### config.mk
export PLATFORM = sky130hd
export DESIGN_NAME = gray3_jk_counter
export DESIGN_NICKNAME = d
export VERILOG_FILES = /design/src/rtl/gray3_pkg.sv /design/src/rtl/gray3_excite.sv /design/src/rtl/gray3_jk_cell.sv /design/src/rtl/gray3_state_decode.sv /design/src/rtl/gray3_jk_counter.sv
export SDC_FILE = /design/constraint.sdc
export NUM_CORES = 1
export LEC_CHECK = 0
export BUFFER_PORTS_ARGS = -buffer_cell sky130_fd_sc_hd__buf_2
export CAP_MARGIN = 5
export CELL_PAD_IN_SITES_DETAIL_PLACEMENT = 1
export CELL_PAD_IN_SITES_GLOBAL_PLACEMENT = 1
export CORE_AREA = 2 2 39 41
export CTS_BUF_LIST = sky130_fd_sc_hd__clkbuf_4 sky130_fd_sc_hd__clkbuf_8
export DETAILED_ROUTE_END_ITERATION = 10
export DIE_AREA = 0 0 41 43
export PLACE_DENSITY = 0.73
export SYNTH_ARGS = -nofsm -noshare
export SYNTH_HDL_FRONTEND = slang
export SYNTH_SLANG_ARGS = --single-unit
### constraint.sdc
create_clock -name clk -period 1.93 [get_ports clk]
set_input_delay 0.0965 -clock clk [delete_from_list [all_inputs] [get_ports clk]]
set_output_delay 0.0965 -clock clk [all_outputs]
set_load 0.005 [all_outputs]
### src/rtl/gray3_pkg.sv
`timescale 1ns/1ps
package gray3_pkg;

    localparam int CODE_W     = 3;
    localparam int NUM_STATES = 1 << CODE_W;

    typedef logic [CODE_W-1:0]     code_t;
    typedef logic [NUM_STATES-1:0] line_t;

    // excitation pair for one storage cell
    typedef struct packed {
        logic j;
        logic k;
    } jk_t;

    typedef jk_t [CODE_W-1:0] jk_vec_t;

    typedef enum logic {
        POL_HIGH = 1'b0,
        POL_LOW  = 1'b1
    } pol_e;

    // JK storage rule: hold, clear, set, invert
    function automatic logic jk_apply(input logic q, input jk_t e);
        logic nq;
        unique case ({e.j, e.k})
            2'b00:   nq = q;
            2'b01:   nq = 1'b0;
            2'b10:   nq = 1'b1;
            default: nq = ~q;
        endcase
        return nq;
    endfunction

    // arithmetic successor in reflected Gray order (used by checks only)
    function automatic code_t gray_succ(input code_t g);
        code_t b;
        b[CODE_W-1] = g[CODE_W-1];
        for (int i = CODE_W - 2; i >= 0; i--) begin
            b[i] = b[i+1] ^ g[i];
        end
        b = b + code_t'(1);
        return b ^ (b >> 1);
    endfunction

endpackage

### src/rtl/gray3_excite.sv
`timescale 1ns/1ps
module gray3_excite
    import gray3_pkg::*;
(
    input  code_t   cur,
    output jk_vec_t exc
);

    always_comb begin
        // most significant bit
        exc[2].j = cur[1] & ~cur[0];
        exc[2].k = ~cur[1] & ~cur[0];
        // middle bit
        exc[1].j = ~cur[2] & cur[0];
        exc[1].k = cur[2] & cur[0];
        // least significant bit
        exc[0].j = ~(cur[2] ^ cur[1]);
        exc[0].k = cur[2] ^ cur[1];
    end

endmodule

### src/rtl/gray3_jk_cell.sv
`timescale 1ns/1ps
module gray3_jk_cell
    import gray3_pkg::*;
(
    input  logic clk,
    input  logic rst,
    input  logic adv,
    input  jk_t  exc,
    output logic q
);

    always_ff @(posedge clk) begin
        if (rst) begin
            q <= 1'b0;
        end else if (adv) begin
            q <= jk_apply(q, exc);
        end
    end

endmodule

### src/rtl/gray3_state_decode.sv
`timescale 1ns/1ps
module gray3_state_decode
    import gray3_pkg::*;
(
    input  code_t cur,
    input  pol_e  pol,
    output line_t lines
);

    localparam logic INVERT_LOW = 1'b1;

    for (genvar s = 0; s < NUM_STATES; s++) begin : g_line
        logic match;
        assign match    = (cur == code_t'(s));
        assign lines[s] = (pol == POL_LOW) ? (match ^ INVERT_LOW) : match;
    end

endmodule

### src/rtl/gray3_jk_counter.sv
`timescale 1ns/1ps
module gray3_jk_counter
    import gray3_pkg::*;
(
    input  logic                  clk,
    input  logic                  rst,
    input  logic                  step_en,
    input  logic                  low_active,
    output logic [CODE_W-1:0]     state_q,
    output logic [NUM_STATES-1:0] hit_o
);

    code_t   cur;
    jk_vec_t exc;
    pol_e    pol;

    assign pol = pol_e'(low_active);

    gray3_excite u_excite (
        .cur (cur),
        .exc (exc)
    );

    for (genvar b = 0; b < CODE_W; b++) begin : g_cell
        gray3_jk_cell u_cell (
            .clk (clk),
            .rst (rst),
            .adv (step_en),
            .exc (exc[b]),
            .q   (cur[b])
        );
    end

    gray3_state_decode u_decode (
        .cur   (cur),
        .pol   (pol),
        .lines (hit_o)
    );

    assign state_q = cur;

endmodule

---- Yosys cells after proc, flatten, opt, wreduce, memory -nomap -nowiden ----
Cells that the tools add are included.
Widths: inputs -> output; s select.
storage, ports and cells
  register bits after elaboration ......... 3
  logic and storage cells ................. 54
  output and inout bits ................... 11
  bits of input ports ..................... 4
operators by class
  equality and inequality tests ........... 13
  muxes and demuxes ....................... 11
  bitwise logic cells ..................... 20
  reductions and logical operators ........ 7
operator list
  operator            count
  $not 1->1           15
  $eq 3x3->1 const B  4
  $pmux 1 s3          3
  $mux 1              8
  $eq 2x1->1 const B  3
  $eq 2x2->1 const B  3
  $eq 3x2->1 const B  2
  $logic_not 2->1     3
  $reduce_and 2->1    3
  $and 1x1->1         4
  $eq 3x1->1 const B  1
  $logic_not 3->1     1
  $xor 1x1->1         1

---- Depth between registers and ports, before layout ----
Gate-level depths: netlist of the first run.
  word-level depth ........................ 5
  gate-level depth with buffers ........... 4
  mapped depth without buffers ............ 3

---- Cells and area by module ----
From an unflattened synthesis of the first run, not the netlist that was laid out.
unflattened totals
  cell total of the unflattened synthesis .. 53
  area, all modules ....................... 440.4 sq um
by module, submodules not included
  module              cells an instance  area an instance (sq um)  instances  seq. area each (sq um)
  gray3_jk_cell       10                 90.1                      3          20.0
  gray3_state_decode  17                 130.1                     1          0.0
  gray3_excite        6                  40.0                      1          0.0

---- Worst setup path after synthesis of the first run ----
No wires, ideal clock.
  kind .................................... reg2out
  from .................................... register g_cell[1].u_cell.q
  to ...................................... output port hit_o[4]
  required time ........................... 1833 ps
  slack ................................... 1021 ps
  stages on the path, launching flop included .. 5
  arrival time ............................ 813 ps
  buffers on the path ..................... 1
  cell sequence ........................... dfxtp_1 > buf_6 > nand2b_4 > nor2_2 > xor2_1
on the way
  cells in the longest elaborated chain, start to end .. 3
RTL lines
  element                     RTL line                  source
  from (decl)                 gray3_jk_cell.sv:9        output logic q
  from (signal assigned)      gray3_jk_cell.sv:16       q <= jk_apply(q, exc);
  $eq 3x3->1 (*)              gray3_state_decode.sv:14  assign match = (cur == code_t'(s));
  $not 1->1 (no source line)  n/a
  $mux 1 (*)                  gray3_state_decode.sv:15  assign lines[s] = (pol == POL_LOW) ? (match ^ INVERT_LOW) : match;
  to (decl)                   gray3_jk_counter.sv:10    output logic [NUM_STATES-1:0] hit_o
Mark *: on every way between the ends. The rest lies on a longest branch, timed or not.

---- Final worst setup path of the first run ----
Same ends and word-level chain as after synthesis.

==> summary.txt, run 1 <==
Status
  – Status: completed

Cells and area
  – Fraction of layout cells with a size suffix above 1: 0.451
  – Most frequent cells in the layout: buf_2 (14), xor2_1 (4), xnor2_1 (4), nor2_1 (4), clkbuf_4 (4)
  – Max FFs per register: 3
  – Commonest non-fill, non-tap cell in the layout: buf_2
  – Area growth, synth to finish: 19.1%
  – Filler instances: ~190
  – Top reg by flops: g_cell.u_cell.q
  – Total Nets Final: 56
  – Largest registers: g_cell.u_cell.q (3)
  – Final instance area: approximately 390 um2
  – Diode count: 0
  – Total area of sequential cells: around 60 um2
  – Multi-input logic area: 206 um2

Clock network
  – Hold Buf Count CTS: 0
  – Postcts setup bufs: 0
  – Root Driver: clkbuf_4
  – Worst skew pair latency: ~0.23 ns
  – Num CTS Buffers: 3
  – CTS max path bufs: 2
  – TritonCTS clock tree: yes
  – Post-CTS sizing: 0
  – CTS Sinks: 3
  – H-tree depth: 1
  – Clk slew on worst S/H paths: roughly 0.040 ns

Synth
  – Register bit total from synthesis: 3
  – Syn Std Cell Area: approximately 330 um2
  – Mapped Avg Cell Area: between 8 and 9 um2
  – Top post-synthesis cells by area: dfxtp_1 (18%), xnor2_1 (11%), xor2_1 (11%)
  – YS warnings: 0
  – Netlist cell types: 18
  – Synth area leader: dfxtp_1
  – Synth top area share: 0.183
  – Syn Nets: 44
  – Seq/Total Area, Yosys: 0.183
  – Mapped Cells: 40

Power and ir drop
  – PD cells: 663 mW/mm2
  – Combinational Power Share: 0.226
  – Int Pwr: around 190 uW
  – Clock power share: 0.471
  – Reg power frac: 0.303
  – Net switching fraction of the power: 0.264
  – Switching power total: between 60 and 70 uW
  – Leakage: 0.182 nW
  – Worst IR Drop VDD: about 0.00016 V

Global route
  – Vias in the first global route: between 200 and 250
  – Antenna violations before repair: 0
  – GR Overflow Total: 0
  – Pin count of the biggest net entering global routing: 13
  – Total GRT Usage: 0.0761
  – First-pass GRT wire length: 986 um

Timing
  – Peak Freq: approximately 0.71 GHz
  – Max-slew headroom: 0.706
  – Final setup violating endpoints: 0
  – RSZ-0062 raised after global routing: false
  – Clock period minus worst slack: about 1.4 ns
  – Clock skew: ~0.0018 ns
  – Sum Neg Setup Slack: 0 ns
  – Fin. Hold Viols: 0
  – Period Utilization, post-route: 0.727
  – Worst-Margin Slew: around 0.44 ns
  – Slew Limit Fails: 0

Floorplan
  – Core footprint: between 0.001 and 0.0015 mm2
  – Starting Density: 0.237
  – Die area: ~0.0018 mm2
  – Die width: 41 um
  – Row cnt: 14
  – IO Pins: 15
  – DIE HEIGHT: 43 um

Placement
  – # port buffers: 14
  – DP HPWL: approximately 450 um
  – Placed cell area: 360 um2
  – Routability-driven placement congestion ratio: roughly 0.66

Route
  – Post-route ant nets: 0
  – Iter 0 DRT Violations: 2
  – Wire per inst: 8.99 um
  – Vias post-DR: between 200 and 300
  – Drc violations: 0
  – First-pass iteration count of the detailed router: 4
  – WL final: about 600 um
  – Drt via density: slightly above 4

Worst setup path
  – Critical path class: reg -> out
  – CP bufs+invs: 1
  – WP data required: between 1.5 and 2 ns
  – Crit-path leading delay family: flip-flops
  – Crit start category: register
  – CP max stage cell: dfxtp_1
  – CP cell instances: nand2b_4 -> nor2_2 -> xor2_1 -> buf_2
  – Crit path capture type: primary output
  – Crit-path max FO: 11
  – Worst path arrival time: about 1.3 ns
  – Worst path max stage delay: 0.55 ns

Job
  – Max Cap Viol: 0

Worst hold path
  – Hold Path Class: in -> reg
-- kinds of logic (layout without fill, tap and decap cells) --
logic type | Yosys count | count (layout) | synth area share
buffers and inverters | 8 | 19 | 0.187
AOI/OAI and AO/OA | 1 | 1 | 0.0153
muxes | 2 | 2 | 0.0611
and+or+nand+nor | 18 | 18 | 0.340
DFF | 3 | 3 | 0.183
xor gates and xnor gates | 8 | 8 | 0.214
-- worst paths after layout --
| kind | startpoint | end | slack, ns | cells after the start |
|---|---|---|---|---|
| worst max register to register | g_cell[1].u_cell.q | g_cell[0].u_cell.q | 0.88 | 3 |
| worst max-delay path | g_cell[1].u_cell.q | hit_o[4] | 0.53 | 4 |
| worst min-delay path | rst | g_cell[0].u_cell.q | 0.05 | 2 |
| worst min register to register | g_cell[0].u_cell.q | g_cell[0].u_cell.q | 0.66 | 2 |
-- synthesized netlist by cell type --
cell      count
buf_2         1
nor2_2        2
xor2_1        4
buf_6         2
nor2_1        4
buf_4         4
mux2i_1       2
nand3b_1      1
nand2b_1      1
a21oi_1       1
nand2b_4      2
nor3_2        1
nor2b_1       1
dfxtp_1       3
nand3_1       3
nand2_1       3
xnor2_1       4
inv_1         1
-- area by class of cell --
| cell class | count | share of cell area |
|---|---|---|
| Multi-Input combinational cell | 29 | 0.529 |
| Timing Repair Buffer | 14 | 0.179 |
| Sequential cell | 3 | 0.154 |
| Clock buffer | 4 | 0.0769 |
| Tap cell | 16 | 0.0513 |
| Inverter | 1 | 0.00962 |
-- routing by layer --
layer / wire length (um) / vias up / share of wire / global-route usage
li1: - / 143 / - / -
met1: 300 / 123 / 0.50 / 0.124
met2: 272 / 8 / 0.45 / 0.0969
met3: 29 / 0 / 0.048 / 0.0157
met4: 0 / 0 / 0 / 0.0200
met5: 0 / - / 0 / 0
-- power groups by stage --
stage | Sequential, mW | Combinational (mW) | Clock (mW)
after floorplan | 0.0691 | 0.0555 | 0
after global placement | 0.0786 | 0.0598 | 0
after detailed placement | 0.0795 | 0.0593 | 0
after CTS | 0.0788 | 0.0601 | 0.128
after global routing | 0.0804 | 0.0653 | 0.136
final | 0.0783 | 0.0585 | 0.122
-- stage by stage --
step	cells	hold slack [ns]	utilization	power [mW]	setup WS, ns
CTS	67	0.0466	0.282	0.266	0.491
finish	67	0.0546	0.282	0.259	0.527
detailed placement	63	0.292	0.260	0.139	0.745
global placement	63	0.295	0.260	0.138	0.775
floorplan	40	0.166	-	0.125	1.02
global route	67	0.0434	0.282	0.281	0.424
Note: power is estimated with default switching activity, not from simulation.
==> run 2, diff against run 1 <==
ABC_AREA = 1   (was unset)
PLACE_DENSITY = 0.81   (was 0.73)
clock period = 1.5 ns   (was 1.93 ns; I/O delays follow)
==> run 2 against run 1 <==
  * Register-to-register slack lost 0.33 ns
  * Synthesized area grew 12%
  * Global-route usage grew 4.0 points
  * Critical path depth grew 1
  * Synthesized cell count grew 53%
  * Flip-flop and latch count is the same
  * Setup slack lost 0.27 ns
  * Sequential share of layout area shrank 1.2 points
  * Count of clock-buffer cells in the layout is the same
  * First-iteration DRC count is the same
  * Combinational power grew 100%
==> summary.txt, run 2 <==
Worst setup path
  – Crit-path leading delay family: flip-flops (unchanged)
  – CP max stage cell: dfxtp_2 (was dfxtp_1)
  – WP data required: 1.42 ns (was 1.83 ns)
  – Worst path max stage delay: 0.48 ns (was 0.55 ns)
  – CP bufs+invs: 2 (was 1)
  – CP cell instances: inv_1 -> nand3_1 -> nand2_1 -> nand2_1 -> buf_2 (was nand2b_4 -> nor2_2 -> xor2_1 -> buf_2)
  – Crit path capture type: primary output (unchanged)
  – Crit-path max FO: 12 (was 11)
  – Crit start category: register (unchanged)
  – Worst path arrival time: 1.16 ns (was 1.31 ns)
  – Critical path class: reg -> out (unchanged)
  – R2R depth: 4 (was 3)
  – Most used cell, CP: nand2_1
  – WP depth: 5 (was 4)

Worst hold path
  – Hold depth: 4 (was 2)
  – Hold Path Class: in -> reg (unchanged)

Route
  – Drt via density: 4.77 (was 4.09)
  – Wire per inst: 10.0 um (was 8.99 um)
  – Iter 0 DRT Violations: 2 (unchanged)
  – Drc violations: 0 (unchanged)
  – Post-route ant nets: 0 (unchanged)
  – First-pass iteration count of the detailed router: 4 (unchanged)
  – WL final: 904 um (was 602 um)
  – Vias post-DR: 429 (was 274)

Cells and area
  – Top reg by flops: g_cell.u_cell.q (unchanged)
  – Commonest non-fill, non-tap cell in the layout: nand2_1 (was buf_2)
  – Total Nets Final: 79 (was 56)
  – Filler instances: 198 (was 186)
  – Max FFs per register: 3 (unchanged)
  – Largest registers: g_cell.u_cell.q (3) (unchanged)
  – Diode count: 0 (unchanged)
  – Area growth, synth to finish: 19.7% (was 19.1%)
  – Fraction of layout cells with a size suffix above 1: 0.405 (was 0.451)
  – Most frequent cells in the layout: nand2_1 (19), buf_2 (14), nand3_1 (10) (was buf_2 (14), xor2_1 (4), xnor2_1 (4), nor2_1 (4), clkbuf_4 (4))

Floorplan
  – Starting Density: 0.266 (was 0.237)
  – Core footprint: 0.00138 mm2 (unchanged)
  – Die area: 0.00176 mm2 (unchanged)
  – Die width: 41 um (unchanged)
  – DIE HEIGHT: 43 um (unchanged)
  – IO Pins: 15 (unchanged)
  – Row cnt: 14 (unchanged)

Synth
  – Syn Nets: 65 (was 44)
  – Mapped Cells: 61 (was 40)
  – Netlist cell types: 17 (was 18)
  – Async S/R FF share, synth: 0 (unchanged)
  – Seq/Total Area, Yosys: 0.163 (was 0.183)
  – Top post-synthesis cells by area: nand2_1 (19%), dfxtp_1 (16%), nand3_1 (14%) (was dfxtp_1 (18%), xnor2_1 (11%), xor2_1 (11%))
  – Post-synth top cells: nand2_1 (19), nand3_1 (10), nand4_1 (4) (was buf_4 (4), nor2_1 (4), xnor2_1 (4), xor2_1 (4))
  – Mapped Avg Cell Area: 6.03 um2 (was 8.20 um2)
  – Syn Std Cell Area: 368 um2 (was 328 um2)
  – Post-synth EDFFs: 0 (unchanged)
  – Register bit total from synthesis: 3 (unchanged)
  – Synth Flop Type: dfxtp_1 (unchanged)
  – Most common cell in the netlist: nand2_1
  – Synth top area share: 0.194 (was 0.183)
  – Synth area leader: nand2_1 (was dfxtp_1)
  – YS warnings: 0 (unchanged)

Clock network
  – Post-CTS sizing: 0 (unchanged)
  – TritonCTS clock tree: yes (unchanged)
  – Num CTS Buffers: 3 (unchanged)
  – CTS max path bufs: 2 (unchanged)
  – H-tree depth: 1 (unchanged)
  – Root Driver: clkbuf_4 (unchanged)
  – Worst skew pair latency: 0.23 ns (about the same)
  – Clk slew on worst S/H paths: 0.04 ns (about the same)
  – CTS Sinks: 3 (unchanged)
  – Hold Buf Count CTS: 0 (unchanged)
  – Postcts setup bufs: 0 (unchanged)

Global route
  – Pin count of the biggest net entering global routing: 13 (unchanged)
  – Vias in the first global route: 391 (was 228)
  – First-pass GRT wire length: 1490 um (was 986 um)
  – Antenna violations before repair: 0 (unchanged)
  – Total GRT Usage: 0.116 (was 0.0761)
  – GR Overflow Total: 0 (unchanged)

Timing
  – Worst-Margin Slew: 0.278 ns (was 0.441 ns)
  – Period Utilization, post-route: 0.826
  – Final setup violating endpoints: 0 (unchanged)
  – Peak Freq: roughly 0.8 GHz
  – Clock period minus worst slack: ~1.2 ns
  – Fin. Hold Viols: 0 (unchanged)
  – Clock skew: 0.000764 ns (was 0.00181 ns)
  – Slew Limit Fails: 0 (unchanged)
  – RSZ-0062 raised after global routing: false (unchanged)
  – Hold slack: 0.0866 ns (was 0.0546 ns)
  – Sum Neg Setup Slack: 0 ns (unchanged)
  – Max-slew headroom: 0.815 (was 0.706)

Power and ir drop
  – PD cells: 865 mW/mm2 (was 663 mW/mm2)
  – Worst IR Drop VDD: 0.000454 V (was 0.000155 V)
  – Leakage: 0.232 nW (was 0.182 nW)
  – Overall Power: 381 uW (was 259 uW)

Job
  – Max Cap Viol: 0 (unchanged)

Placement
  – DP HPWL: 704 um (was 449 um)
  – Routability-driven placement congestion ratio: 0.771 (was 0.658)
  – # port buffers: 14 (unchanged)

Status
  – Status: completed (unchanged)
## run 2: cells by family after synthesis
kind of cell	after synthesis	synth area share
AOI/OAI and AO/OA	5	0.0680
and+or+nand+nor	41	0.541
buffers and inverters	12	0.228
DFF	3	0.163
## run 2: path summary, 6_finish.rpt
check	from	to	slack, ns
worst min-delay path	rst	g_cell[1].u_cell.q	0.09
worst max register to register	g_cell[2].u_cell.q	g_cell[0].u_cell.q	0.55
worst max-delay path	g_cell[1].u_cell.q	hit_o[1]	0.26
worst min register to register	g_cell[2].u_cell.q	g_cell[2].u_cell.q	0.61
## run 2: power by group
part | switching (mW) | internal [mW] | total [mW] | leakage, nW
Sequential | 0.0188 | 0.0878 | 0.107 | 0.0256
Clock | 0.0397 | 0.118 | 0.157 | 0.0184
Combinational | 0.0650 | 0.0519 | 0.117 | 0.188
## run 2: layout make-up
class / instances / area [um2] / area share
repair buffers: 16 / 85.1 / 0.193
well taps: 16 / 20.0 / 0.0455
flip-flops and latches: 3 / 62.6 / 0.142
clock buffers: 4 / 30.0 / 0.0682
multi-input cells: 46 / 224 / 0.509
inverters: 5 / 18.8 / 0.0426
## run 2: per-layer routing
layer	track usage	up-vias	share of wire
met5	0	-	0
met3	0.0157	0	0.030
met2	0.191	6	0.50
met1	0.146	203	0.47
met4	0.0400	0	0
li1	-	220	-
## run 2: metrics by stage
step	std cells	utilization	setup WS (ns)	instance area, um2
6_report	90	0.318	0.261	440
3_3_place_gp	86	0.295	0.339	408
4_1_cts	90	0.316	0.0364	438
3_5_place_dp	86	0.295	0.279	408
5_1_grt	90	0.318	0.163	440
2_1_floorplan	61	-	0.678	368
## run 2: worst min-delay path, delay by kind of cell
family	cells	cell delay, ns
simple gates	2	0.08
buf+inv	2	0.11
==> run 3, diff against run 2 <==
clock period = 1.2 ns   (was 1.5 ns; I/O delays follow)
==> run 3 against run 2 <==
  * Via count grew 4.9%
  * Die area stayed put
  * Worst hold slack worse by 0.024 ns
==> summary.txt, run 3 (synthesis results as in run 2) <==
Status
  – Status: completed (unchanged)

Timing
  – Slew Limit Fails: 0 (unchanged)
  – Clock skew: 0.000740 ns (was 0.000764 ns)
  – Peak Freq: 0.851 GHz
  – Max-slew headroom: 0.859 (was 0.815)
  – Fin. Hold Viols: 0 (unchanged)
  – Worst-Margin Slew: 0.210 ns (was 0.278 ns)
  – Hold slack: 0.0627 ns (was 0.0866 ns)
  – RSZ-0062 raised after global routing: true (was false)
  – Final setup violating endpoints: 0 (unchanged)
  – Clock period minus worst slack: 1.18 ns
  – Period Utilization, post-route: 0.979

Cells and area
  – Commonest non-fill, non-tap cell in the layout: nand2_1 (unchanged)
  – Fraction of layout cells with a size suffix above 1: 0.494 (was 0.405)
  – Diode count: 0 (unchanged)
  – Area growth, synth to finish: 37.8% (was 19.7%)
  – Largest registers: g_cell.u_cell.q (3) (unchanged)
  – Most frequent cells in the layout: nand2_1 (19), buf_2 (15), nand3_1 (9) (was nand2_1 (19), buf_2 (14), nand3_1 (10))
  – Max FFs per register: 3 (unchanged)
  – Top reg by flops: g_cell.u_cell.q (unchanged)
  – Final instance area: 507 um2 (was 440 um2)
  – Filler instances: 195 (was 198)
  – Total Nets Final: 84 (was 79)

Placement
  – Routability-driven placement congestion ratio: 0.758 (was 0.771)
  – # port buffers: 14 (unchanged)
  – Placed cell area: 423 um2 (was 408 um2)
  – DP HPWL: 767 um (was 704 um)

Worst hold path
  – Hold Path Class: in -> reg (unchanged)

Floorplan
  – Die width: 41 um (unchanged)
  – DIE HEIGHT: 43 um (unchanged)
  – Core footprint: 0.00138 mm2 (unchanged)
  – Row cnt: 14 (unchanged)
  – Die area: 0.00176 mm2 (unchanged)
  – IO Pins: 15 (unchanged)
  – Starting Density: 0.266 (unchanged)

Global route
  – Vias in the first global route: 432 (was 391)
  – Pin count of the biggest net entering global routing: 10 (was 13)
  – Total GRT Usage: 0.155 (was 0.116)
  – Antenna violations before repair: 0 (unchanged)
  – GR Overflow Total: 0 (unchanged)
  – First-pass GRT wire length: 1840 um (was 1490 um)

Route
  – Vias post-DR: 450 (was 429)
  – Drt via density: 4.74 (was 4.77)
  – First-pass iteration count of the detailed router: 4 (unchanged)
  – Drc violations: 0 (unchanged)
  – Wire per inst: 11.8 um (was 10.0 um)
  – WL final: 1120 um (was 904 um)
  – Post-route ant nets: 0 (unchanged)
  – Iter 0 DRT Violations: 3 (was 2)

Clock network
  – Hold Buf Count CTS: 0 (unchanged)
  – TritonCTS clock tree: yes (unchanged)
  – Clk slew on worst S/H paths: 0.04 ns (about the same)
  – CTS Sinks: 3 (unchanged)
  – Worst skew pair latency: 0.24 ns (was 0.23 ns)
  – Num CTS Buffers: 3 (unchanged)
  – H-tree depth: 1 (unchanged)
  – Root Driver: clkbuf_4 (unchanged)
  – CTS max path bufs: 2 (unchanged)

Worst setup path
  – Crit-path max FO: 6 (was 12)
  – CP cell instances: buf_6 -> nand2_2 -> o21ai_1 -> nand2_1 -> buf_2 (was inv_1 -> nand3_1 -> nand2_1 -> nand2_1 -> buf_2)
  – Critical path class: reg -> out (unchanged)
  – Crit start category: register (unchanged)
  – CP max stage cell: dfxtp_2 (unchanged)
  – Crit-path leading delay family: flip-flops (unchanged)
  – Worst path arrival time: 1.12 ns (was 1.16 ns)
  – WP data required: 1.14 ns (was 1.42 ns)
  – Crit path capture type: primary output (unchanged)
  – Worst path max stage delay: 0.34 ns (was 0.48 ns)
  – CP bufs+invs: 2 (unchanged)

Power and ir drop
  – PD cells: 1030 mW/mm2 (was 865 mW/mm2)
  – Worst IR Drop VDD: 0.000483 V (was 0.000454 V)
  – Overall Power: 522 uW (was 381 uW)
  – Leakage: 0.263 nW (was 0.232 nW)

Job
  – Max Cap Viol: 0 (unchanged)
-- run 3: layout make-up --
type,count,area [um2],share of cell area
Timing Repair Buffer,21,131,0.259
Multi-Input combinational cell,46,238,0.469
Sequential cell,3,68.8,0.136
Clock buffer,4,30.0,0.0593
Inverter,5,18.8,0.0370
Tap cell,16,20.0,0.0395
-- run 3: timing repair --
| action | in CTS | in global routing |
|---|---|---|
| setup endpoints to repair | 8 | 7 |
| pin swaps | 0 | 3 |
| gates cloned | 1 | 0 |
| setup buffers | 1 | 1 |
| gates resized for setup | 6 | 6 |
-- run 3: worst register-to-register path, stage by stage (launching register included) --
cell	delay (ns)
dfxtp_2	0.33
buf_2	0.15
buf_4	0.14
a21oi_1	0.11
nor2_1	0.06
-- run 3: power breakdown --
group          switching [mW]  internal [mW]  total [mW]
logic                   0.103         0.0862       0.190
registers              0.0151          0.109       0.124
clock network          0.0608          0.148       0.208
-- run 3: through the flow --
stage / worst slack (ns) / instances / setup TNS (ns) / utilization
floorplan: 0.378 / 61 / 0 / -
CTS: 0.0154 / 94 / 0 / 0.346
global route: -0.0339 / 95 / -0.0915 / 0.366
finish: 0.0247 / 95 / 0 / 0.366
global placement: 0.164 / 88 / 0 / 0.306
detailed placement: 0.159 / 88 / 0 / 0.306
-- run 3: final timing paths --
path	start	to	slack, ns	cells after the start
worst max-delay path	g_cell[1].u_cell.q	hit_o[7]	0.02	5
worst min register to register	g_cell[2].u_cell.q	g_cell[0].u_cell.q	0.67	4
worst min-delay path	rst	g_cell[1].u_cell.q	0.06	4
worst max register to register	g_cell[1].u_cell.q	g_cell[1].u_cell.q	0.31	4
-- run 3: metal layers --
metal / up-vias / routed length, um / share of wire / track usage
met4: 0 / 17 / 0.015 / 0.120
met3: 2 / 31 / 0.028 / 0.0157
met5: - / 0 / 0 / 0
li1: 237 / - / - / -
met1: 203 / 483 / 0.43 / 0.197
met2: 8 / 590 / 0.53 / 0.225
